`src/rtl/sdh_pkg.sv`:
```
package sdh_pkg;
  localparam int FRAME_BITS = 48;
  localparam int LONG_BITS  = 136;
  localparam int HDR_BITS   = 40;

  localparam logic [2:0] RT_SHORT = 3'd0;
  localparam logic [2:0] RT_LONG  = 3'd1;
  localparam logic [2:0] RT_NONE  = 3'd2;
  localparam logic [2:0] RT_BUSY  = 3'd4;

  localparam logic [7:0] A_CMD  = 8'h00;
  localparam logic [7:0] A_ARG  = 8'h04;
  localparam logic [7:0] A_TMO  = 8'h08;
  localparam logic [7:0] A_DIV  = 8'h0C;
  localparam logic [7:0] A_RSP0 = 8'h10;
  localparam logic [7:0] A_RSP1 = 8'h14;
  localparam logic [7:0] A_RSP2 = 8'h18;
  localparam logic [7:0] A_RSP3 = 8'h1C;
  localparam logic [7:0] A_STAT = 8'h20;
  localparam logic [7:0] A_HCFG = 8'h38;

  localparam int ST_CRC   = 4;
  localparam int ST_CTO   = 6;
  localparam int ST_BTO   = 7;
  localparam int ST_BUSY  = 10;
  localparam logic [10:0] ST_MASK = 11'h7F9;
endpackage

```
`src/rtl/sdh_crc7.sv`:
```
module sdh_crc7 #(
  parameter int W = 40
) (
  input  logic [W-1:0] data,
  output logic [6:0]   crc
);
  always_comb begin
    logic fb;
    crc = 7'd0;
    for (int i = W - 1; i >= 0; i--) begin
      fb  = data[i] ^ crc[6];
      crc = {crc[5:0], 1'b0} ^ (fb ? 7'h09 : 7'h00);
    end
  end
endmodule

```
`src/rtl/sdh_clkgen.sv`:
```
module sdh_clkgen #(
  parameter int DIV_W = 11
) (
  input  logic             clk,
  input  logic             rst,
  input  logic [DIV_W-1:0] div,
  output logic             sd_clk,
  output logic             rise_stb,
  output logic             fall_stb
);
  logic [DIV_W-1:0] cnt;
  logic             hit;

  assign hit      = (cnt >= div);
  assign rise_stb = hit & ~sd_clk;
  assign fall_stb = hit & sd_clk;

  always_ff @(posedge clk) begin
    if (rst) begin
      cnt    <= '0;
      sd_clk <= 1'b0;
    end else if (hit) begin
      cnt    <= '0;
      sd_clk <= ~sd_clk;
    end else begin
      cnt <= cnt + 1'b1;
    end
  end

  AST_SDCLK_TOGGLE: assert property (@(posedge clk) disable iff (rst)
    (rise_stb | fall_stb) |=> (sd_clk != $past(sd_clk)));
endmodule

```
`src/rtl/sdh_cmd_fsm.sv`:
```
module sdh_cmd_fsm
  import sdh_pkg::*;
#(
  parameter int WAIT_LIM = 64,
  parameter int TMO_W    = 32
) (
  input  logic             clk,
  input  logic             rst,
  input  logic             go,
  input  logic [5:0]       idx,
  input  logic [31:0]      arg,
  input  logic [2:0]       rtype,
  input  logic [TMO_W-1:0] tmo_lim,
  input  logic             rise_stb,
  input  logic             fall_stb,
  input  logic             cmd_in,
  input  logic             dat0_in,
  output logic             cmd_out,
  output logic             cmd_oe,
  output logic             fin,
  output logic             err_cto,
  output logic             err_crc,
  output logic             err_bto,
  output logic             busy_evt,
  output logic             rsp_we_short,
  output logic             rsp_we_long,
  output logic [127:0]     rsp_data
);
  localparam int CW = $clog2(LONG_BITS + 1);

  typedef enum logic [2:0] {S_IDLE, S_TX, S_WAIT, S_RX, S_CHK, S_BUSY} st_t;
  st_t st;

  logic [FRAME_BITS-1:0] txsh;
  logic [LONG_BITS-1:0]  rxsh;
  logic [CW-1:0]         cnt;
  logic [TMO_W-1:0]      bcnt;
  logic [2:0]            rt_q;
  logic [6:0]            tx_crc, rx_crc;
  logic                  is_long, is_none, is_busy;

  assign is_long = (rt_q == RT_LONG);
  assign is_none = (rt_q == RT_NONE);
  assign is_busy = (rt_q == RT_BUSY);
  assign rsp_data = is_long ? rxsh[127:0] : {96'd0, rxsh[39:8]};

  sdh_crc7 #(.W(HDR_BITS)) u_crc_tx (.data({2'b01, idx, arg}), .crc(tx_crc));
  sdh_crc7 #(.W(HDR_BITS)) u_crc_rx (.data(rxsh[47:8]), .crc(rx_crc));

  always_ff @(posedge clk) begin
    if (rst) begin
      st <= S_IDLE; txsh <= '0; rxsh <= '0; cnt <= '0; bcnt <= '0; rt_q <= '0;
      cmd_out <= 1'b1; cmd_oe <= 1'b0;
      fin <= 1'b0; err_cto <= 1'b0; err_crc <= 1'b0; err_bto <= 1'b0;
      busy_evt <= 1'b0; rsp_we_short <= 1'b0; rsp_we_long <= 1'b0;
    end else begin
      fin <= 1'b0; err_cto <= 1'b0; err_crc <= 1'b0; err_bto <= 1'b0;
      busy_evt <= 1'b0; rsp_we_short <= 1'b0; rsp_we_long <= 1'b0;
      case (st)
        S_IDLE: if (go) begin
          txsh <= {2'b01, idx, arg, tx_crc, 1'b1};
          rxsh <= '0;
          rt_q <= rtype;
          cnt  <= '0;
          st   <= S_TX;
        end
        S_TX: if (fall_stb) begin
          if (cnt == CW'(FRAME_BITS)) begin
            cmd_oe  <= 1'b0;
            cmd_out <= 1'b1;
            cnt     <= '0;
            if (is_none) begin
              fin <= 1'b1;
              st  <= S_IDLE;
            end else begin
              st <= S_WAIT;
            end
          end else begin
            cmd_oe  <= 1'b1;
            cmd_out <= txsh[FRAME_BITS-1];
            txsh    <= {txsh[FRAME_BITS-2:0], 1'b0};
            cnt     <= cnt + 1'b1;
          end
        end
        S_WAIT: if (rise_stb) begin
          if (!cmd_in) begin
            rxsh <= {rxsh[LONG_BITS-2:0], cmd_in};
            cnt  <= CW'(1);
            st   <= S_RX;
          end else if (cnt == CW'(WAIT_LIM - 1)) begin
            fin     <= 1'b1;
            err_cto <= 1'b1;
            st      <= S_IDLE;
          end else begin
            cnt <= cnt + 1'b1;
          end
        end
        S_RX: if (rise_stb) begin
          rxsh <= {rxsh[LONG_BITS-2:0], cmd_in};
          cnt  <= cnt + 1'b1;
          if (cnt == (is_long ? CW'(LONG_BITS - 1) : CW'(FRAME_BITS - 1)))
            st <= S_CHK;
        end
        S_CHK: begin
          bcnt <= '0;
          if (is_long) begin
            rsp_we_long <= 1'b1;
            fin         <= 1'b1;
            st          <= S_IDLE;
          end else begin
            rsp_we_short <= 1'b1;
            if (rx_crc != rxsh[7:1]) begin
              err_crc <= 1'b1;
              fin     <= 1'b1;
              st      <= S_IDLE;
            end else if (is_busy) begin
              st <= S_BUSY;
            end else begin
              fin <= 1'b1;
              st  <= S_IDLE;
            end
          end
        end
        S_BUSY: begin
          if (dat0_in) begin
            busy_evt <= 1'b1;
            fin      <= 1'b1;
            st       <= S_IDLE;
          end else if (bcnt >= tmo_lim) begin
            err_bto <= 1'b1;
            fin     <= 1'b1;
            st      <= S_IDLE;
          end else begin
            bcnt <= bcnt + 1'b1;
          end
        end
        default: st <= S_IDLE;
      endcase
    end
  end

  AST_RELEASE_ON_END: assert property (@(posedge clk) disable iff (rst)
    $fell(cmd_oe) |-> ($past(cmd_out) && cmd_out));
  AST_WAIT_WINDOW: assert property (@(posedge clk) disable iff (rst)
    (st == S_WAIT) |-> (cnt < CW'(WAIT_LIM)));
endmodule

```
`src/rtl/sdh_cmd_engine.sv`:
```
module sdh_cmd_engine
  import sdh_pkg::*;
#(
  parameter int          DIV_W    = 11,
  parameter int          TMO_W    = 32,
  parameter int          WAIT_LIM = 64,
  parameter logic [31:0] TMO_RST  = 32'h00F0_0000
) (
  input  logic        clk,
  input  logic        rst,
  input  logic        bus_we,
  input  logic [7:0]  bus_addr,
  input  logic [31:0] bus_wdata,
  output logic [31:0] bus_rdata,
  output logic        sd_clk,
  output logic        cmd_out,
  output logic        cmd_oe,
  input  logic        cmd_in,
  input  logic        dat0_in,
  output logic        irq
);
  logic [5:0]       idx_q;
  logic             c2h_q, h2c_q, start_q, failed_q;
  logic [2:0]       rt_q;
  logic [31:0]      arg_q;
  logic [TMO_W-1:0] tmo_q;
  logic [DIV_W-1:0] div_q;
  logic [31:0]      rsp_q [4];
  logic [10:0]      stat_q;
  logic [10:0]      hcfg_q;

  logic rise_stb, fall_stb, go, in_flight, cmd_wr;
  logic fin, err_cto, err_crc, err_bto, busy_evt, we_s, we_l;
  logic [127:0] rsp_d;
  logic [10:0]  stat_set;

  assign in_flight = start_q & ~failed_q;
  assign cmd_wr    = bus_we && (bus_addr == A_CMD) && !in_flight;
  assign go        = cmd_wr && bus_wdata[15];
  assign stat_set  = (11'(err_crc) << ST_CRC) | (11'(err_cto) << ST_CTO) |
                     (11'(err_bto) << ST_BTO) | (11'(busy_evt) << ST_BUSY);

  sdh_clkgen #(.DIV_W(DIV_W)) u_clk (
    .clk(clk), .rst(rst), .div(div_q),
    .sd_clk(sd_clk), .rise_stb(rise_stb), .fall_stb(fall_stb));

  sdh_cmd_fsm #(.WAIT_LIM(WAIT_LIM), .TMO_W(TMO_W)) u_fsm (
    .clk(clk), .rst(rst), .go(go), .idx(bus_wdata[5:0]), .arg(arg_q),
    .rtype(bus_wdata[11:9]), .tmo_lim(tmo_q),
    .rise_stb(rise_stb), .fall_stb(fall_stb), .cmd_in(cmd_in), .dat0_in(dat0_in),
    .cmd_out(cmd_out), .cmd_oe(cmd_oe), .fin(fin),
    .err_cto(err_cto), .err_crc(err_crc), .err_bto(err_bto), .busy_evt(busy_evt),
    .rsp_we_short(we_s), .rsp_we_long(we_l), .rsp_data(rsp_d));

  always_ff @(posedge clk) begin
    if (rst) begin
      idx_q <= '0; c2h_q <= 1'b0; h2c_q <= 1'b0; rt_q <= '0;
      start_q <= 1'b0; failed_q <= 1'b0;
      arg_q <= '0; tmo_q <= TMO_W'(TMO_RST); div_q <= '0;
      stat_q <= '0; hcfg_q <= '0; irq <= 1'b0;
      for (int i = 0; i < 4; i++) rsp_q[i] <= '0;
    end else begin
      irq <= stat_q[ST_BUSY] & hcfg_q[ST_BUSY];
      if (cmd_wr) begin
        idx_q    <= bus_wdata[5:0];
        c2h_q    <= bus_wdata[6];
        h2c_q    <= bus_wdata[7];
        rt_q     <= bus_wdata[11:9];
        start_q  <= bus_wdata[15];
        failed_q <= 1'b0;
      end else if (fin) begin
        if (err_cto | err_crc | err_bto) failed_q <= 1'b1;
        else                            start_q  <= 1'b0;
      end
      if (bus_we) begin
        case (bus_addr)
          A_ARG:   arg_q  <= bus_wdata;
          A_TMO:   tmo_q  <= bus_wdata[TMO_W-1:0];
          A_DIV:   div_q  <= bus_wdata[DIV_W-1:0];
          A_HCFG:  hcfg_q <= bus_wdata[10:0];
          default: ;
        endcase
      end
      stat_q <= ((bus_we && bus_addr == A_STAT) ? (stat_q & ~bus_wdata[10:0]) : stat_q)
                | (stat_set & ST_MASK);
      if (we_l) begin
        for (int i = 0; i < 4; i++) rsp_q[i] <= rsp_d[32*i +: 32];
      end else if (we_s) begin
        rsp_q[0] <= rsp_d[31:0];
      end
    end
  end

  always_ff @(posedge clk) begin
    if (rst) bus_rdata <= '0;
    else begin
      case (bus_addr)
        A_CMD:   bus_rdata <= {16'd0, start_q, failed_q, 2'b00, rt_q, 1'b0, h2c_q, c2h_q, idx_q};
        A_ARG:   bus_rdata <= arg_q;
        A_TMO:   bus_rdata <= 32'(tmo_q);
        A_DIV:   bus_rdata <= 32'(div_q);
        A_RSP0:  bus_rdata <= rsp_q[0];
        A_RSP1:  bus_rdata <= rsp_q[1];
        A_RSP2:  bus_rdata <= rsp_q[2];
        A_RSP3:  bus_rdata <= rsp_q[3];
        A_STAT:  bus_rdata <= {21'd0, stat_q};
        A_HCFG:  bus_rdata <= {21'd0, hcfg_q};
        default: bus_rdata <= '0;
      endcase
    end
  end

  AST_FAIL_HAS_CAUSE: assert property (@(posedge clk) disable iff (rst)
    $rose(failed_q) |-> (stat_q[ST_CTO] | stat_q[ST_CRC] | stat_q[ST_BTO]));
  AST_UPPER_RSP_HOLD: assert property (@(posedge clk) disable iff (rst)
    !$stable(rsp_q[1]) |-> $past(we_l));
  AST_IRQ_GATED: assert property (@(posedge clk) disable iff (rst)
    irq |-> $past(hcfg_q[ST_BUSY]));
  AST_BUSY_WRITE_IGNORED: assert property (@(posedge clk) disable iff (rst)
    (bus_we && bus_addr == A_CMD && in_flight) |=> ($stable(idx_q) && $stable(rt_q)));
endmodule

```
`config.mk`:
```
export PLATFORM = sky130hd
export DESIGN_NAME = sdh_cmd_engine
export DESIGN_NICKNAME = d
export VERILOG_FILES = /design/src/rtl/sdh_pkg.sv /design/src/rtl/sdh_crc7.sv /design/src/rtl/sdh_clkgen.sv /design/src/rtl/sdh_cmd_fsm.sv /design/src/rtl/sdh_cmd_engine.sv
export SDC_FILE = /design/constraint.sdc
export NUM_CORES = 1
export LEC_CHECK = 0
export CELL_PAD_IN_SITES_DETAIL_PLACEMENT = 1
export CELL_PAD_IN_SITES_GLOBAL_PLACEMENT = 1
export CORE_MARGIN = 1
export CORE_UTILIZATION = 34
export DETAILED_ROUTE_END_ITERATION = 16
export DONT_BUFFER_PORTS = 1
export PLACE_DENSITY_LB_ADDON = 0.1
export SLEW_MARGIN = 20
export SYNTH_ARGS = -nofsm -noshare
export SYNTH_HDL_FRONTEND = slang
export SYNTH_SLANG_ARGS = --single-unit
export TNS_END_PERCENT = 20
```
`constraint.sdc`:
```
create_clock -name clk -period 3.4 [get_ports clk]
set_input_delay 0.68 -clock clk [delete_from_list [all_inputs] [get_ports clk]]
set_output_delay 0.68 -clock clk [all_outputs]
set_load 0.01 [all_outputs]
```
==> summary.txt <==
Yosys
  – Most frequent cell after synthesis: nand2_1
  – Netlist Area Pre-Place: approximately 0.023 mm^2
  – Syn_nets: between 2000 and 3000
  – Post-Synthesis Cells: 2557
  – Async S/R FF share, synth: 0%
  – Synth cell count leaders: nand2_1 (474), dfxtp_1 (386), a21oi_1 (369), clkbuf_1 (181), nand3_1 (160)
  – Area contributors post-synth: dfxtp_1 (34%), edfxtp_1 (17%), a21oi_1 (8.0%)
  – Post-synth top area share: 33.52%
  – Post-synthesis cell type count: 67
  – Seq/Total Area, Yosys: between 50% and 60%
  – Syn Area/Cell: 9.015 um^2
  – FF+latch count, synth: 514
  – Synth Warn #: 0
  – Post-synth EDFFs: about 130
  – Synth area leader: dfxtp_1
  – Main synth FF type: dfxtp_1

Routing
  – Vias: ~19000
  – Detailed-route DRC error count: 0
  – Total Wirelength: a little over 80 mm
  – DR iter-0 viols: 1305
  – Wire per inst: roughly 23 um
  – Final ANT Viol Nets: 0
  – First-pass DRT Iterations: 8
  – Vias per cell: roughly 5.5

Setup path
  – CP max stage delay: 0.46 ns
  – Slowest CP cell: xnor3_2
  – CP top delay family: XOR/XNOR gates
  – Startpoint class of the critical path: register
  – CP required: a little under 4 ns
  – CP arrival: approximately 3.9 ns
  – CP Max Fanout: 2
  – Critical Path End Type: register
  – R2R Setup Slk: about 0.046 ns
  – Ordered cell list for the critical path: xnor2_2, buf_4, xnor3_1, xor3_2, xnor3_2, xnor2_2, o31ai_1, o2111ai_1, buf_4, nor4b_4, a21oi_2, a221oi_2
  – Reg2reg path depth: 12
  – Worst reg2reg endpoint: u_fsm.st[0]$_SDFFE_PP0P_
  – Setup CP Type: reg -> reg
  – Number of buffer and inverter stages on the critical path: 2
  – Worst R2R Start: u_fsm.rxsh[25]$_SDFFE_PP0P_

Placed design
  – Setup Slack @ Placement: -0.1339 ns
  – DPL Wire Length: approximately 57 mm
  – GP Congestion: about 0.84
  – Port Buffer Count: 0
  – DP Area: between 0.02 and 0.025 mm^2

Power and ir drop
  – Net Switching: 3.004 mW
  – Sequential power share: 46.2%
  – Pwr/cell area: 504.3 mW/mm^2
  – Combinational cell fraction of total power: about 3%
  – Int Power: between 10 and 15 mW
  – Worst IR Drop VDD: between 0.4 and 0.5 mV
  – Lkg Pwr: between 9 and 10 nW
  – Clock Power Share: 50.8%
  – Switching fraction of total power: a little over a fifth

Timing
  – RSZ-0062 raised after global routing: yes
  – Fin crit share: around 100%
  – Minimum clock period: 3.354 ns
  – Final Setup Violations: 0
  – Hold Fails Final Rpt: 0
  – Slew headroom: between 30% and 40%
  – Slew @ Worst Pin: roughly 0.99 ns
  – Clock Skews: between 0.02 and 0.03 ns
  – WHS: 0.1277 ns
  – Setup ws final: around 0.046 ns
  – Final Max Tran Viols: 0
  – F_max: 0.2982 GHz

Floorplan
  – Initial Utilization: about a third
  – Rows: 95
  – Die area: between 0.06 and 0.07 mm^2
  – Placeable Area: around 0.067 mm^2
  – Io pins: 81
  – Die H: 262.4 um
  – Chip Width: roughly 260 um

Final layout
  – Final core occ: about two fifths
  – Area grow syn2layout: 18.18%
  – Final #Nets: between 2000 and 3000
  – Post-route cell area: around 0.027 mm^2
  – Layout cell share with drive strength beyond 1: a little over an eighth

Clock network
  – CTS Buf Count: 58
  – Root Buffer: clkbuf_16
  – Clk slew on worst S/H paths: 0.07 ns
  – TritonCTS clock tree: done
  – Longest Clk Path Bufs: 3
  – CTS H-Tree Depth: 2
  – Clock sink count: 514
  – Skew-Pair Late Insertion Delay: between 0.6 and 0.7 ns

Global routing
  – Pin count of the biggest net entering global routing: 293
  – Antenna violations before repair: 1
  – Number of global-route vias before repair: between 15000 and 20000
  – First-pass GRT wire length: ~120 mm
  – Grt ovf: 0
  – Total Routing Usage GR: between 20% and 30%

Worst hold path
  – Hold depth: 1
  – Hold Crit Class: in -> reg
  – Hold Crit Start: bus_wdata[9]
  – Hold Path End: stat_q[9]$_SDFFE_PP0P_

Outcome
  – Run status: finished clean

Flow run
  – Max-Cap Viols: 0
==> cell type report <==
cell class / count / area [um^2]
Antenna cell: 2 / 5.005
Clock buffer: 83 / 1687
Clock inverter: 26 / 459.2
Fill cell: 7570 / 39910
Inverter: 57 / 214.0
Multi-Input combinational cell: 1793 / 10860
Sequential cell: 514 / 11590
Tap cell: 873 / 1092
Timing Repair Buffer: 159 / 1338
==> registers in the layout (all words and copies together) (netlist names), 8 cells and up <==
register    count
stat_q         11
arg_q          32
bus_rdata      32
div_q          11
tmo_q          32
u_clk.cnt      11
u_fsm.cnt       8
u_fsm.rxsh    128
u_fsm.bcnt     32
hcfg_q         11
rsp_q         128
u_fsm.txsh     48
==> power groups by stage <==
stage	sequential, mW	clock (mW)	combinational (mW)
after detailed placement	6.49	0	0.409
after global placement	6.48	0	0.402
after CTS	6.35	7.14	0.409
after global routing	6.35	7.38	0.435
after floorplan	6.47	0	0.342
final	6.35	6.98	0.409
==> cells in the final DEF (no fill, tap or decap), drive strengths merged, types with 4 or more instances in the layout <==
cell type and n:
nor3 16, a31oi 13, nor2 88, a22oi 94, clkbuf 83, xor2 46, a21oi 369, ha 47
xor3 7, a21o 20, o211ai 6, nand2 474, o21ai 60, nor3b 4, edfxtp 128, dfxtp 386
clkinv 15, nand3 160, a222oi 24, a41oi 5, inv 58, xnor3 13, bufinv 10, xnor2 95
and3 21, nand3b 4, a22o 6, or3 28, or2 8, mux2 7, o31ai 4, a221oi 10
o2111ai 5, a211oi 7, buf 159, nand4 12, and2 104
==> logic make-up (layout without fill, tap and decap cells) <==
kind of cell	count (synthesis)	in the layout	synth area share, %
adder cells (fa/ha/maj)	47	47	2.551
flip-flops	514	514	50.20
XOR/XNOR	161	161	7.512
buffers and inverters	250	325	4.093
multiplexers	10	10	0.4722
AND/OR/NAND/NOR	935	935	18.50
other	0	2	0
AO/OA/AOI/OAI	640	640	16.68
==> worst register-to-register path, delay by kind of cell, from the launching register on <==
family,cells,cell delay [ns]
AO/OA/AOI/OAI,4,0.70
XOR/XNOR,5,1.59
buffers and inverters,2,0.33
flip-flops,1,0.34
AND/OR/NAND/NOR,1,0.29
==> routing by layer <==
| layer | routed length [um] | vias to the layer above | GRT usage (%) |
|---|---|---|---|
| met5 | 0 | - | 0 |
| li1 | - | 8972 | - |
| met1 | 38200 | 9692 | 32.44 |
| met3 | 3424 | 103 | 2.839 |
| met2 | 38840 | 357 | 38.88 |
| met4 | 1789 | 0 | 5.628 |
==> through the flow <==
step | setup TNS [ns] | power (mW) | cells
floorplan | 0 | 6.812 | 2557
global placement | -0.1608 | 6.886 | 3390
detailed placement | -1.129 | 6.895 | 3390
CTS | 0 | 13.90 | 3500
global route | -0.6269 | 14.17 | 3505
finish | 0 | 13.74 | 3507
==> repair_timing <==
action | CTS | global route
hold buffers | 0 | 0
setup buffers | 1 | 3
cloned | 0 | 2
pin swaps | 4 | 21
setup endpoints to repair | 21 | 35
gates resized for setup | 4 | 55
==> worst max path at each step <==
stage | startpoint | end | slack, ns | depth (start not counted)
finish | u_fsm.rxsh[25]$_SDFFE_PP0P_ | u_fsm.st[0]$_SDFFE_PP0P_ | 0.05 | 12
detailed placement | u_fsm.bcnt[0]$_SDFFE_PP0P_ | u_fsm.bcnt[11]$_SDFFE_PP0P_ | -0.13 | 14
global placement | u_fsm.rxsh[38]$_SDFFE_PP0P_ | u_fsm.st[0]$_SDFFE_PP0P_ | -0.09 | 11
floorplan | u_fsm.rxsh[42]$_SDFFE_PP0P_ | u_fsm.st[0]$_SDFFE_PP0P_ | 0.09 | 11
global route | u_fsm.rxsh[44]$_SDFFE_PP0P_ | u_fsm.st[0]$_SDFFE_PP0P_ | -0.09 | 15
CTS | u_fsm.bcnt[0]$_SDFFE_PP0P_ | u_fsm.bcnt[31]$_SDFFE_PP0P_ | 0.0006 | 14
No activity file was read; power rests on OpenSTA's default activity.
